--- src/rtl/ring_pkg.sv ---
package ring_pkg;

  typedef enum logic [2:0] {
    S_IDLE  = 3'd0,
    S_READ  = 3'd1,
    S_BUSY  = 3'd2,
    S_WBACK = 3'd3,
    S_STALL = 3'd4
  } walk_state_t;

  // number of entries selected by a power-of-two size code
  function automatic int unsigned ring_entries(input int unsigned code);
    return 32'd1 << code;
  endfunction

  // byte offset of a descriptor inside the ring
  function automatic int unsigned desc_offset(input int unsigned idx,
                                              input int unsigned shift);
    return idx << shift;
  endfunction

endpackage

--- src/rtl/ring_ptr_decode.sv ---
module ring_ptr_decode #(
  parameter int PTR_W   = 32,
  parameter int ADDR_W  = 24,
  parameter int CODE_W  = 3,
  parameter int ALIGN_W = 3
) (
  input  logic [PTR_W-1:0]  ptr,
  output logic [ADDR_W-1:0] base_o,
  output logic [CODE_W-1:0] code_o
);
  logic unused_bits;

  assign base_o      = {ptr[ADDR_W-1:ALIGN_W], {ALIGN_W{1'b0}}};
  assign code_o      = ptr[PTR_W-1 -: CODE_W];
  assign unused_bits = ^{ptr[PTR_W-CODE_W-1:ADDR_W], ptr[ALIGN_W-1:0]};
endmodule

--- src/rtl/ring_index_ctr.sv ---
module ring_index_ctr #(
  parameter int CODE_W = 3,
  localparam int IDX_W = (1 << CODE_W) - 1
) (
  input  logic              clk,
  input  logic              rst_n,
  input  logic              clr,
  input  logic              adv,
  input  logic [CODE_W-1:0] code,
  output logic [IDX_W-1:0]  idx,
  output logic [IDX_W-1:0]  mask
);
  logic [IDX_W-1:0] idx_next;

  assign mask     = IDX_W'(ring_pkg::ring_entries(32'(code)) - 32'd1);
  assign idx_next = (idx + IDX_W'(1)) & mask;

  always_ff @(posedge clk or negedge rst_n) begin
    if (!rst_n)   idx <= '0;
    else if (clr) idx <= '0;
    else if (adv) idx <= idx_next;
  end
endmodule

--- src/rtl/ring_owner_fsm.sv ---
module ring_owner_fsm (
  input  logic clk,
  input  logic rst_n,
  input  logic kick,
  input  logic buf_done,
  input  logic dis,
  input  logic cfg_take,
  input  logic mem_ack,
  input  logic own_bit,
  output logic mem_req,
  output logic mem_we,
  output logic rd_hit,
  output logic wb_done,
  output logic xfer_start,
  output logic stall,
  output logic cfg_ok
);
  import ring_pkg::*;

  walk_state_t state, state_nx;

  assign mem_req = (state == S_READ) || (state == S_WBACK);
  assign mem_we  = (state == S_WBACK);
  assign rd_hit  = (state == S_READ) && mem_ack;
  assign wb_done = (state == S_WBACK) && mem_ack;
  assign stall   = (state == S_STALL);
  assign cfg_ok  = (state == S_IDLE) || (state == S_STALL);

  always_comb begin
    state_nx = state;
    unique case (state)
      S_IDLE, S_STALL: begin
        if (cfg_take)         state_nx = S_IDLE;
        else if (kick && !dis) state_nx = S_READ;
      end
      S_READ:  if (mem_ack) state_nx = own_bit ? S_BUSY : S_STALL;
      S_BUSY:  if (buf_done) state_nx = S_WBACK;
      S_WBACK: if (mem_ack) state_nx = S_IDLE;
      default: state_nx = S_IDLE;
    endcase
  end

  always_ff @(posedge clk or negedge rst_n) begin
    if (!rst_n) begin
      state      <= S_IDLE;
      xfer_start <= 1'b0;
    end else begin
      state      <= state_nx;
      xfer_start <= rd_hit && own_bit;
    end
  end
endmodule

--- src/rtl/desc_ring_walker.sv ---
module desc_ring_walker #(
  parameter int ADDR_W  = 24,
  parameter int DATA_W  = 32,
  parameter int CODE_W  = 3,
  parameter int ALIGN_W = 3,
  parameter int OWN_BIT = 31,
  localparam int IDX_W  = (1 << CODE_W) - 1
) (
  input  logic              clk,
  input  logic              rst_n,
  input  logic              cfg_load,
  input  logic [DATA_W-1:0] cfg_ptr,
  input  logic              cfg_disable,
  input  logic              kick,
  input  logic              buf_done,
  output logic              mem_req,
  output logic              mem_we,
  output logic [ADDR_W-1:0] mem_addr,
  output logic [DATA_W-1:0] mem_wdata,
  input  logic [DATA_W-1:0] mem_rdata,
  input  logic              mem_ack,
  output logic              xfer_start,
  output logic [ADDR_W-1:0] xfer_buf_ptr,
  output logic              ring_stall,
  output logic [IDX_W-1:0]  ring_idx
);
  // named internal events, also used by the bound checker
  logic [ADDR_W-1:0] dec_base, base_q;
  logic [CODE_W-1:0] dec_code, code_q;
  logic              dis_q;
  logic [IDX_W-1:0]  idx_mask;
  logic [DATA_W-1:0] word_q;
  logic              cfg_ok, cfg_take, rd_hit, wb_done;

  ring_ptr_decode #(.PTR_W(DATA_W), .ADDR_W(ADDR_W), .CODE_W(CODE_W),
                    .ALIGN_W(ALIGN_W)) u_dec (
    .ptr(cfg_ptr), .base_o(dec_base), .code_o(dec_code));

  assign cfg_take = cfg_load && cfg_ok;

  always_ff @(posedge clk or negedge rst_n) begin
    if (!rst_n) begin
      base_q <= '0;
      code_q <= '0;
      dis_q  <= 1'b1;
    end else if (cfg_take) begin
      base_q <= dec_base;
      code_q <= dec_code;
      dis_q  <= cfg_disable;
    end
  end

  ring_index_ctr #(.CODE_W(CODE_W)) u_idx (
    .clk(clk), .rst_n(rst_n), .clr(cfg_take), .adv(wb_done),
    .code(code_q), .idx(ring_idx), .mask(idx_mask));

  ring_owner_fsm u_fsm (
    .clk(clk), .rst_n(rst_n), .kick(kick), .buf_done(buf_done),
    .dis(dis_q), .cfg_take(cfg_take), .mem_ack(mem_ack),
    .own_bit(mem_rdata[OWN_BIT]), .mem_req(mem_req), .mem_we(mem_we),
    .rd_hit(rd_hit), .wb_done(wb_done), .xfer_start(xfer_start),
    .stall(ring_stall), .cfg_ok(cfg_ok));

  always_ff @(posedge clk or negedge rst_n) begin
    if (!rst_n)      word_q <= '0;
    else if (rd_hit) word_q <= mem_rdata;
  end

  assign mem_addr     = base_q + ADDR_W'(ring_pkg::desc_offset(32'(ring_idx), ALIGN_W));
  assign mem_wdata    = word_q & ~(DATA_W'(1) << OWN_BIT);
  assign xfer_buf_ptr = word_q[ADDR_W-1:0];
endmodule

--- config.mk ---
export PLATFORM = sky130hd
export DESIGN_NAME = desc_ring_walker
export DESIGN_NICKNAME = d
export VERILOG_FILES = /design/src/rtl/ring_pkg.sv /design/src/rtl/ring_ptr_decode.sv /design/src/rtl/ring_index_ctr.sv /design/src/rtl/ring_owner_fsm.sv /design/src/rtl/desc_ring_walker.sv
export SDC_FILE = /design/constraint.sdc
export NUM_CORES = 1
export LEC_CHECK = 0
export ABC_CLOCK_PERIOD_IN_PS = 2400
export CORE_MARGIN = 4
export CORE_UTILIZATION = 39
export DETAILED_ROUTE_END_ITERATION = 8
export PLACE_DENSITY = 0.77
export SETUP_SLACK_MARGIN = 0.4
export SYNTH_ARGS = -nofsm -noshare
export SYNTH_HDL_FRONTEND = slang
export SYNTH_HIERARCHICAL = 1
export SYNTH_SLANG_ARGS = --single-unit
--- constraint.sdc ---
create_clock -name clk -period 2.4 [get_ports clk]
set_clock_uncertainty 0.2 [all_clocks]
set_input_delay 0.48 -clock clk [delete_from_list [all_inputs] [get_ports clk]]
set_output_delay 0.48 -clock clk [all_outputs]
set_load 0.005 [all_outputs]
==> results.yml, run 1 <==
run_status:
  violations: "setup timing"
  status: "finished, violations left"
power:
  finalPower_mw: 6.59
  swShare_pct: 31.8
  p_sw_mw: 2.09
  p_clk_share_pct: 15.8
  p_comb_share_pct: 51.1
  power.leakage_nw: 2.68
  power.density_nw_per_um2: 1090
  irDropWorstVdd_mv: 0.529
  p_int_mw: 4.50
  pwr-share-seq_pct: 33.1
route:
  wl_per_cell_um: 16.4
  drtPass1Iterations: 5
  vias: 2990
  drt-initial-drc-count: 72
  drc_errors: 0
  routed_wl_mm: 10.4
  via_per_inst: 4.74
  ant_nets: 0
grt:
  antenna_found_initial: 0
  grtUsageMet2_pct: 32.5
  grt_pass1_wl_mm: 15.8
  grt_pass1_vias: 3187
  overflow: 0
  grt_use_met3_pct: 4.39
  top_usage_layer: "met2"
  grt_use_total_pct: 17.6
  grt_max_degree: 53
  gr-usage-met1_pct: 19.8
floorplan:
  dieArea_um2: 11400
  core-area_um2: 9370
  die_x_um: 107
  initial_core_util_pct: 40.7
  num_rows: 35
  dieHeight_um: 107
  pin_count: 162
clocking:
  cts-htree-levels: 3
  numCtsBuffers: 9
  clk_path_buf_depth: 2
  clk_latency_ps: 340
  clk_pin_slew_ps: 80
  cts.sinks: 70
  clockRootBuffer: "clkbuf_8"
  tritoncts: "done"
finish:
  diodes: 0
  fin_util_pct: 64.6
  drive_gt1_share_pct: 44.8
  stdcell_area_um2: 6060
  synthToLayoutAreaGrowth_pct: 59.0
  final_nets: 578
timing:
  fmax_mhz: 321
  fin_ws_ps: -713
  setup_tns_ps: -8840
  hold_viol: 0
  worst_pin_slew_ps: 686
  slew_headroom_pct: 54.2
  drv_slew: 0
  finalCritPeriodShare_pct: 130
  hold_ws_ps: 311
  finalSetupViolCount: 18
  rsz0062_at_grt: "true"
  fin_crit_ps: 3110
critical_path:
  required_ps: 1720
  worst-path-max-fanout: 5
  ff2ff_path_depth: 6
  r2r_end: "u_idx/idx[6]$_DFFE_PN0P_"
  r2r_start: "u_idx/idx[1]$_DFFE_PN0P_"
  worstSetupPathType: "register to primary output"
  cp-end-kind: "primary output"
  rrSetupSlack_ps: 500
  critPathArrivalTime_ps: 2430
  start_kind: "register"
logic_synthesis:
  synthCells: 327
  synth-warning-count: 6
  avgSynthCellArea_um2: 11.7
  netlist_area_um2: 3810
placed_design:
  gp_congestion: 0.764
  port_buffers: 152
  post-dp-hpwl_mm: 7.27
  placed_area_um2: 5450
worst_hold_path:
  holdCritPathClass: "register to register"
  min_from: "base_q[2]$_DFFE_PN0P_"
  whs_endpoint: "base_q[2]$_DFFE_PN0P_"
  hold_depth: 1
run:
  max_cap_violations: 0
-- registers in the layout, indices dropped and copies added (netlist names) --
name,cells
base_q,24
code_q,3
dis_q,1
u_fsm/state,3
u_fsm/xfer_start,1
u_idx/idx,7
word_q,31
-- metal layers --
metal,routed length (um),vias to the layer above
met5,0,-
met1,4020,1480
met2,5610,90
met3,608,10
met4,140,0
li1,-,1410
-- per-stage QoR --
stage | worst slack [ps] | cells
2_1_floorplan | -30.2 | 329
3_3_place_gp | -550 | 584
3_5_place_dp | -586 | 584
4_1_cts | -764 | 623
5_1_grt | -834 | 631
6_report | -713 | 631
-- power by group through the flow --
stage | Combinational (mW) | Clock [mW] | Sequential [mW]
global route | 3.63 | 1.10 | 2.25
CTS | 3.29 | 1.06 | 2.17
floorplan | 1.58 | 0 | 2.16
global placement | 3.28 | 0 | 2.15
finish | 3.37 | 1.04 | 2.18
detailed placement | 3.35 | 0 | 2.19
-- layout by cell type (no fill, tap or decap), types with 3 or more instances in the layout --
master,count
inv_1,5
nand3_1,6
o211ai_1,3
dlygate4sd2_1,8
clkdlybuf4s50_1,119
xnor2_1,4
mux2_2,61
ha_4,7
clkbuf_8,9
xor2_1,8
nand2_4,3
nor2b_1,3
buf_4,46
dfrtp_2,5
dfrtp_1,64
buf_6,21
nor3_2,3
o21ai_0,5
conb_1,4
a21oi_1,7
nand2_1,11
buf_2,20
and2_2,3
xnor2_2,5
nand2b_1,6
-- final cells by class --
cell class | count | area (um^2)
fill | 745 | 3310
timing repair buffer | 221 | 2030
multi-input combinational | 191 | 1880
sequential | 70 | 1760
tap | 129 | 161
clock buffer | 9 | 124
clock inverter | 6 | 87.6
inverter | 5 | 18.8
-- how the worst max path moves through the flow --
stage | depth (start not counted) | from | end | slack, ps
after global routing | 10 | base_q[3]$_DFFE_PN0P_ | mem_addr[15] | -830
final | 10 | u_idx/idx[0]$_DFFE_PN0P_ | mem_addr[17] | -710
after CTS | 9 | u_idx/idx[0]$_DFFE_PN0P_ | mem_addr[19] | -760
after global placement | 8 | base_q[3]$_DFFE_PN0P_ | mem_addr[11] | -550
after detailed placement | 8 | base_q[3]$_DFFE_PN0P_ | mem_addr[11] | -590
after floorplan | 7 | u_idx/idx[0]$_DFFE_PN0P_ | mem_addr[11] | -30
-- timing repair --
action,CTS,global route
hold endpoints to repair,27,0
endpoints found under the setup margin,30,26
hold buffers,1,0
resized for setup,128,24
setup buffers,23,8
pin swaps,21,21
-- worst max-delay path, cell delays in order, from the launching register on --
cell and delay, ps:
dfrtp_1 420, ha_4 180, fa_2 360, a211oi_2 200, o21ai_2 100, a21oi_4 250, buf_4 170, buf_6 90
nor3_2 40, xor2_1 140, buf_2 130
Note: power is estimated with default switching activity, not from simulation.
==> run 2, diff against run 1 <==
--- a/config.mk
+++ b/config.mk
@@ -5,11 +5,12 @@
 export SDC_FILE = /design/constraint.sdc
 export NUM_CORES = 1
 export LEC_CHECK = 0
-export ABC_CLOCK_PERIOD_IN_PS = 2400
+export ABC_CLOCK_PERIOD_IN_PS = 3400
 export CORE_MARGIN = 4
-export CORE_UTILIZATION = 39
+export CORE_UTILIZATION = 43
 export DETAILED_ROUTE_END_ITERATION = 8
-export PLACE_DENSITY = 0.77
+export HOLD_SLACK_MARGIN = 0.1
+export PLACE_DENSITY = 0.81
 export SETUP_SLACK_MARGIN = 0.4
 export SYNTH_ARGS = -nofsm -noshare
 export SYNTH_HDL_FRONTEND = slang
==> constraint.sdc (replaced) <==
create_clock -name clk -period 3.4 [get_ports clk]
set_clock_uncertainty 0.2 [all_clocks]
set_input_delay 0.68 -clock clk [delete_from_list [all_inputs] [get_ports clk]]
set_output_delay 0.68 -clock clk [all_outputs]
set_load 0.005 [all_outputs]
==> run 2 against run 1 <==
The flow now finishes without violations. Flip-flop and latch count unchanged. Count of clock-buffer cells in the layout did not move. Hold slack lost 47 ps. Register-to-register slack improved by 780 ps. Sequential share of layout area increased by 2.9 points. Utilization is 1.3 points lower. Via count is 7.1% lower. Critical path type unchanged. Largest cell class is now multi-input gates. Highest routed layer unchanged.
==> results.yml, run 2 (synthesis gave the netlist of run 1 again) <==
run_status:
  status: "completed"
route:
  drc_errors: 0
  drt-initial-drc-count: 77
  wl_per_cell_um: 16.5
  routed_wl_mm: 9.18
  via_per_inst: 4.99
  drtPass1Iterations: 4
  ant_nets: 0
  vias: 2779
clocking:
  clk_path_buf_depth: 2
  cts_hold_buf: 0
  cts-htree-levels: 3
  clk_latency_ps: 330
  numCtsBuffers: 9
  cts.sinks: 70
  clk_pin_slew_ps: 80
  tritoncts: "done"
  clockRootBuffer: "clkbuf_8"
placed_design:
  port_buffers: 152
  gp_congestion: 0.848
  post-dp-hpwl_mm: 6.63
  post-place-ws_ps: 2.42
timing:
  fmax_mhz: 301
  setup_tns_ps: 0
  slew_headroom_pct: 40.3
  finalCritPeriodShare_pct: 97.6
  rsz0062_at_grt: "true"
  finalSetupViolCount: 0
  hold_viol: 0
  drv_slew: 0
  fin_ws_ps: 80.8
  fin_crit_ps: 3320
  worst_pin_slew_ps: 895
finish:
  fill_cells: 696
  layout_commonest_cell: "clkdlybuf4s50_1"
  largest-register: "word_q"
  multi_input_comb_area_um2: 1760
  drive_gt1_share_pct: 31.8
  largest_reg_flops: 31
  fin_util_pct: 63.3
  ff_latch_area_um2: 1750
  final_nets: 525
  reg_top3: "word_q (31), base_q (24), u_idx/idx (7)"
  diodes: 0
  final_cell_mix: "135 x clkdlybuf4s50_1, 68 x dfrtp_1, 61 x mux2_2"
  synthToLayoutAreaGrowth_pct: 44.2
run:
  max_cap_violations: 0
floorplan:
  dieArea_um2: 10400
  dieHeight_um: 102
  die_x_um: 102
  initial_core_util_pct: 43.9
  pin_count: 162
  core-area_um2: 8680
  num_rows: 34
critical_path:
  ff2ff_path_depth: 5
  worstSetupPathType: "register to primary output"
  start_kind: "register"
  required_ps: 2520
  cp-end-kind: "primary output"
  critPathArrivalTime_ps: 2440
  worst-path-max-fanout: 6
power:
  power.leakage_nw: 2.31
  irDropWorstVdd_mv: 0.371
  power.density_nw_per_um2: 807
  finalPower_mw: 4.43
grt:
  grt_pass1_wl_mm: 14.6
  grt_max_degree: 71
  grt_pass1_vias: 2890
  antenna_found_initial: 0
  overflow: 0
  grt_use_total_pct: 17.8
worst_hold_path:
  holdCritPathClass: "primary input to async pin"
-- run 2: changes by cell type in the layout (fill, tap and decap cells not counted), moves of 4 or more --
| cell | previous run | this run |
|---|---|---|
| buf_4 | 46 | 16 |
| dlygate4sd2_1 | 8 | 4 |
| buf_2 | 20 | 10 |
| clkdlybuf4s50_1 | 119 | 135 |
| xnor2_1 | 4 | 8 |
| dfrtp_2 | 5 | 1 |
| dfrtp_1 | 64 | 68 |
| xnor2_2 | 5 | 1 |
| buf_6 | 21 | 0 |
-- run 2: path summary, 6_finish.rpt --
path | startpoint | end | slack, ps
worst max-delay path | base_q[3]$_DFFE_PN0P_ | mem_addr[19] | 80
worst max register to register | u_fsm/state[1]$_DFFE_PN0P_ | u_idx/idx[3]$_DFFE_PN0P_ | 1280
worst min register to register | word_q[25]$_DFFE_PN0P_ | word_q[25]$_DFFE_PN0P_ | 310
max in group asynchronous | rst_n | u_idx/idx[1]$_DFFE_PN0P_ | 2120
min in group clk | word_q[25]$_DFFE_PN0P_ | word_q[25]$_DFFE_PN0P_ | 310
worst min-delay path | rst_n | code_q[2]$_DFFE_PN0P_ | 260
-- run 2: through the flow --
step / hold slack [ps] / instances / cell area (um^2)
finish: 263 / 557 / 5500
floorplan: 184 / 329 / 3820
global route: 332 / 557 / 5500
CTS: 299 / 554 / 5440
global placement: 288 / 535 / 5090
detailed placement: 295 / 535 / 5090
-- run 2: per-layer routing --
metal,part of all wire [%],global-route usage [%]
met1,41,22.9
met2,52,30.6
met3,5.7,3.21
met4,1.0,5.15
met5,0,0
-- run 2: worst max-delay path, stage by stage, from the launching register on --
cell,delay (ps)
dfrtp_1,390
ha_2,210
fa_2,380
a211oi_2,220
o21ai_2,110
a21oi_2,150
buf_4,130
buf_8,120
nor3_2,50
xor2_1,190
buf_2,150
-- run 2: layout make-up --
type	count	share of cell area, %
Clock inverter	6	2.03
Tap cell	108	2.46
Clock buffer	9	2.25
Timing Repair Buffer	168	29.0
Inverter	5	0.342
Sequential cell	70	31.9
Multi-Input combinational cell	191	32.0
-- run 2: where the power goes --
group | internal (mW) | switching (mW)
logic | 1.38 | 0.687
clock network | 0.483 | 0.317
registers | 1.22 | 0.353
total | 3.08 | 1.36
-- run 2: repair_timing --
item,in CTS,in global routing
setup buffers,4,3
pin swaps,14,4
resized for setup,68,7
setup endpoints to repair,19,18
==> run 3, diff against run 2 <==
--- a/config.mk
+++ b/config.mk
@@ -6,11 +6,13 @@
 export NUM_CORES = 1
 export LEC_CHECK = 0
 export ABC_CLOCK_PERIOD_IN_PS = 3400
+export CELL_PAD_IN_SITES_DETAIL_PLACEMENT = 0
+export CELL_PAD_IN_SITES_GLOBAL_PLACEMENT = 2
 export CORE_MARGIN = 4
-export CORE_UTILIZATION = 43
+export CORE_UTILIZATION = 26
 export DETAILED_ROUTE_END_ITERATION = 8
 export HOLD_SLACK_MARGIN = 0.1
-export PLACE_DENSITY = 0.81
+export PLACE_DENSITY_LB_ADDON = 0.1
 export SETUP_SLACK_MARGIN = 0.4
 export SYNTH_ARGS = -nofsm -noshare
 export SYNTH_HDL_FRONTEND = slang
==> run 3 against run 2 <==
Cell count grew 13%. Hold slack lost 5.7 ps. First-iteration DRC count grew 26%. Sequential share of layout area shrank 1.3 points. Largest cell class unchanged.
==> results.yml, run 3 (synthesis gave the netlist of run 1 again) <==
route:
  wl_met2_mm: 4.99
  wl_per_cell_um: 15.8
  met1Wirelength_mm: 4.22
  drc_errors: 0
  vias: 2726
  drtPass1Iterations: 4
  highest_layer: "met4"
  met3_length_um: 537
  ant_nets: 0
  via_per_inst: 4.32
  routed_wl_mm: 9.96
  drt-initial-drc-count: 97
clocking:
  clk_pin_slew_ps: 60
  clk_path_buf_depth: 2
  numCtsBuffers: 9
  cts-htree-levels: 3
  cts.sinks: 70
  clk_latency_ps: 330
  clockRootBuffer: "clkbuf_16"
  tritoncts: "done"
timing:
  finalCritPeriodShare_pct: 94.2
  fmax_mhz: 312
  rsz0062_at_grt: "true"
  hold_ws_ps: 258
  hold_viol: 0
  slew_headroom_pct: 38.0
  fin_crit_ps: 3200
  worst_pin_slew_ps: 930
  finalSetupViolCount: 0
  setup_tns_ps: 0
  drv_slew: 0
  fin_ws_ps: 198
finish:
  largest-register: "word_q"
  ff_latch_area_um2: 1760
  final_nets: 526
  multi_input_comb_area_um2: 1820
  final_cell_mix: "132 x clkdlybuf4s50_1, 66 x dfrtp_1, 61 x mux2_2"
  diodes: 0
  fill_cells: 1389
  layout_commonest_cell: "clkdlybuf4s50_1"
  largest_reg_flops: 31
  reg_top3: "word_q (31), base_q (24), u_idx/idx (7)"
  drive_gt1_share_pct: 35.0
  synthToLayoutAreaGrowth_pct: 50.7
power:
  power.density_nw_per_um2: 819
  irDropWorstVdd_mv: 0.294
  power.leakage_nw: 2.39
  finalPower_mw: 4.70
grt:
  grt_pass1_wl_mm: 15.6
  grt_max_degree: 71
  overflow: 0
  grt_use_total_pct: 12.3
  grt_pass1_vias: 2862
  antenna_found_initial: 0
floorplan:
  core-area_um2: 14100
  die_x_um: 129
  pin_count: 162
  num_rows: 43
  dieHeight_um: 129
  initial_core_util_pct: 27.0
  dieArea_um2: 16700
critical_path:
  ff2ff_path_depth: 5
  r2r_end: "u_idx/idx[6]$_DFFE_PN0P_"
  required_ps: 2520
  worst-path-max-fanout: 7
  start_kind: "register"
  cp-end-kind: "primary output"
  critPathArrivalTime_ps: 2320
  rrSetupSlack_ps: 1320
  r2r_start: "u_fsm/state[0]$_DFFE_PN0P_"
  worstSetupPathType: "register to primary output"
worst_hold_path:
  holdCritPathClass: "primary input to async pin"
placed_design:
  post-dp-hpwl_mm: 7.26
  gp_congestion: 0.694
  port_buffers: 152
  post-place-ws_ps: -35.9
run:
  max_cap_violations: 0
run_status:
  status: "completed"
## run 3: cell count changes in the layout (fill, tap and decap cells not counted), moves of 3 or more
cell | previous run | this run
buf_2 | 10 | 14
buf_6 | 0 | 3
clkbuf_16 | 0 | 9
clkbuf_8 | 9 | 1
clkdlybuf4s50_1 | 135 | 132
dlygate4sd2_1 | 4 | 1
## run 3: power by group
| group | leakage [nW] | internal [mW] | switching (mW) |
|---|---|---|---|
| clock network | 0.156 | 0.664 | 0.361 |
| registers | 0.839 | 1.22 | 0.364 |
| logic | 1.39 | 1.40 | 0.692 |
## run 3: worst max path at each step
stage / startpoint / to / slack, ps / cells past startpoint
finish: u_idx/idx[0]$_DFFE_PN0P_ / mem_addr[11] / 200 / 9
CTS: base_q[3]$_DFFE_PN0P_ / mem_addr[15] / 140 / 9
global route: u_idx/idx[0]$_DFFE_PN0P_ / mem_addr[15] / 70 / 9
floorplan: u_idx/idx[0]$_DFFE_PN0P_ / mem_addr[11] / 560 / 7
detailed placement: u_idx/idx[0]$_DFFE_PN0P_ / mem_addr[11] / -40 / 9
global placement: u_idx/idx[0]$_DFFE_PN0P_ / mem_addr[11] / -30 / 9
## run 3: layout make-up
type / count / share of cell area (%)
tap: 180 / 3.92
clock buffer: 11 / 4.23
multi-input combinational: 191 / 31.8
clock inverter: 5 / 1.42
sequential: 70 / 30.6
timing repair buffer: 169 / 27.8
inverter: 5 / 0.327
## run 3: per-stage QoR
step | util [%] | area, um^2 | cells
after global placement | 37.0 | 5210 | 609
after detailed placement | 37.0 | 5210 | 609
after global routing | 40.7 | 5740 | 631
after floorplan | - | 3820 | 329
final | 40.7 | 5740 | 631
after CTS | 40.0 | 5640 | 627
## run 3: worst max-delay path: stages, from the launching register on
cell and delay [ps]:
dfrtp_1 400, ha_4 180, fa_2 340, a211oi_2 260
o21ai_2 90, a21oi_2 150, buf_6 160, nand2b_4 150
xnor2_2 120, buf_2 140
## run 3: repair_timing
action                     CTS  global route
hold buffers                 0             0
setup buffers                2             4
gates resized for setup     68            38
pin swaps                   13            24
setup endpoints to repair   19            18
## run 3: per-layer routing
layer / track usage (%) / vias up
met5: 0 / -
met4: 5.93 / 0
met3: 3.59 / 14
met2: 19.5 / 71
met1: 15.4 / 1324
li1: - / 1317
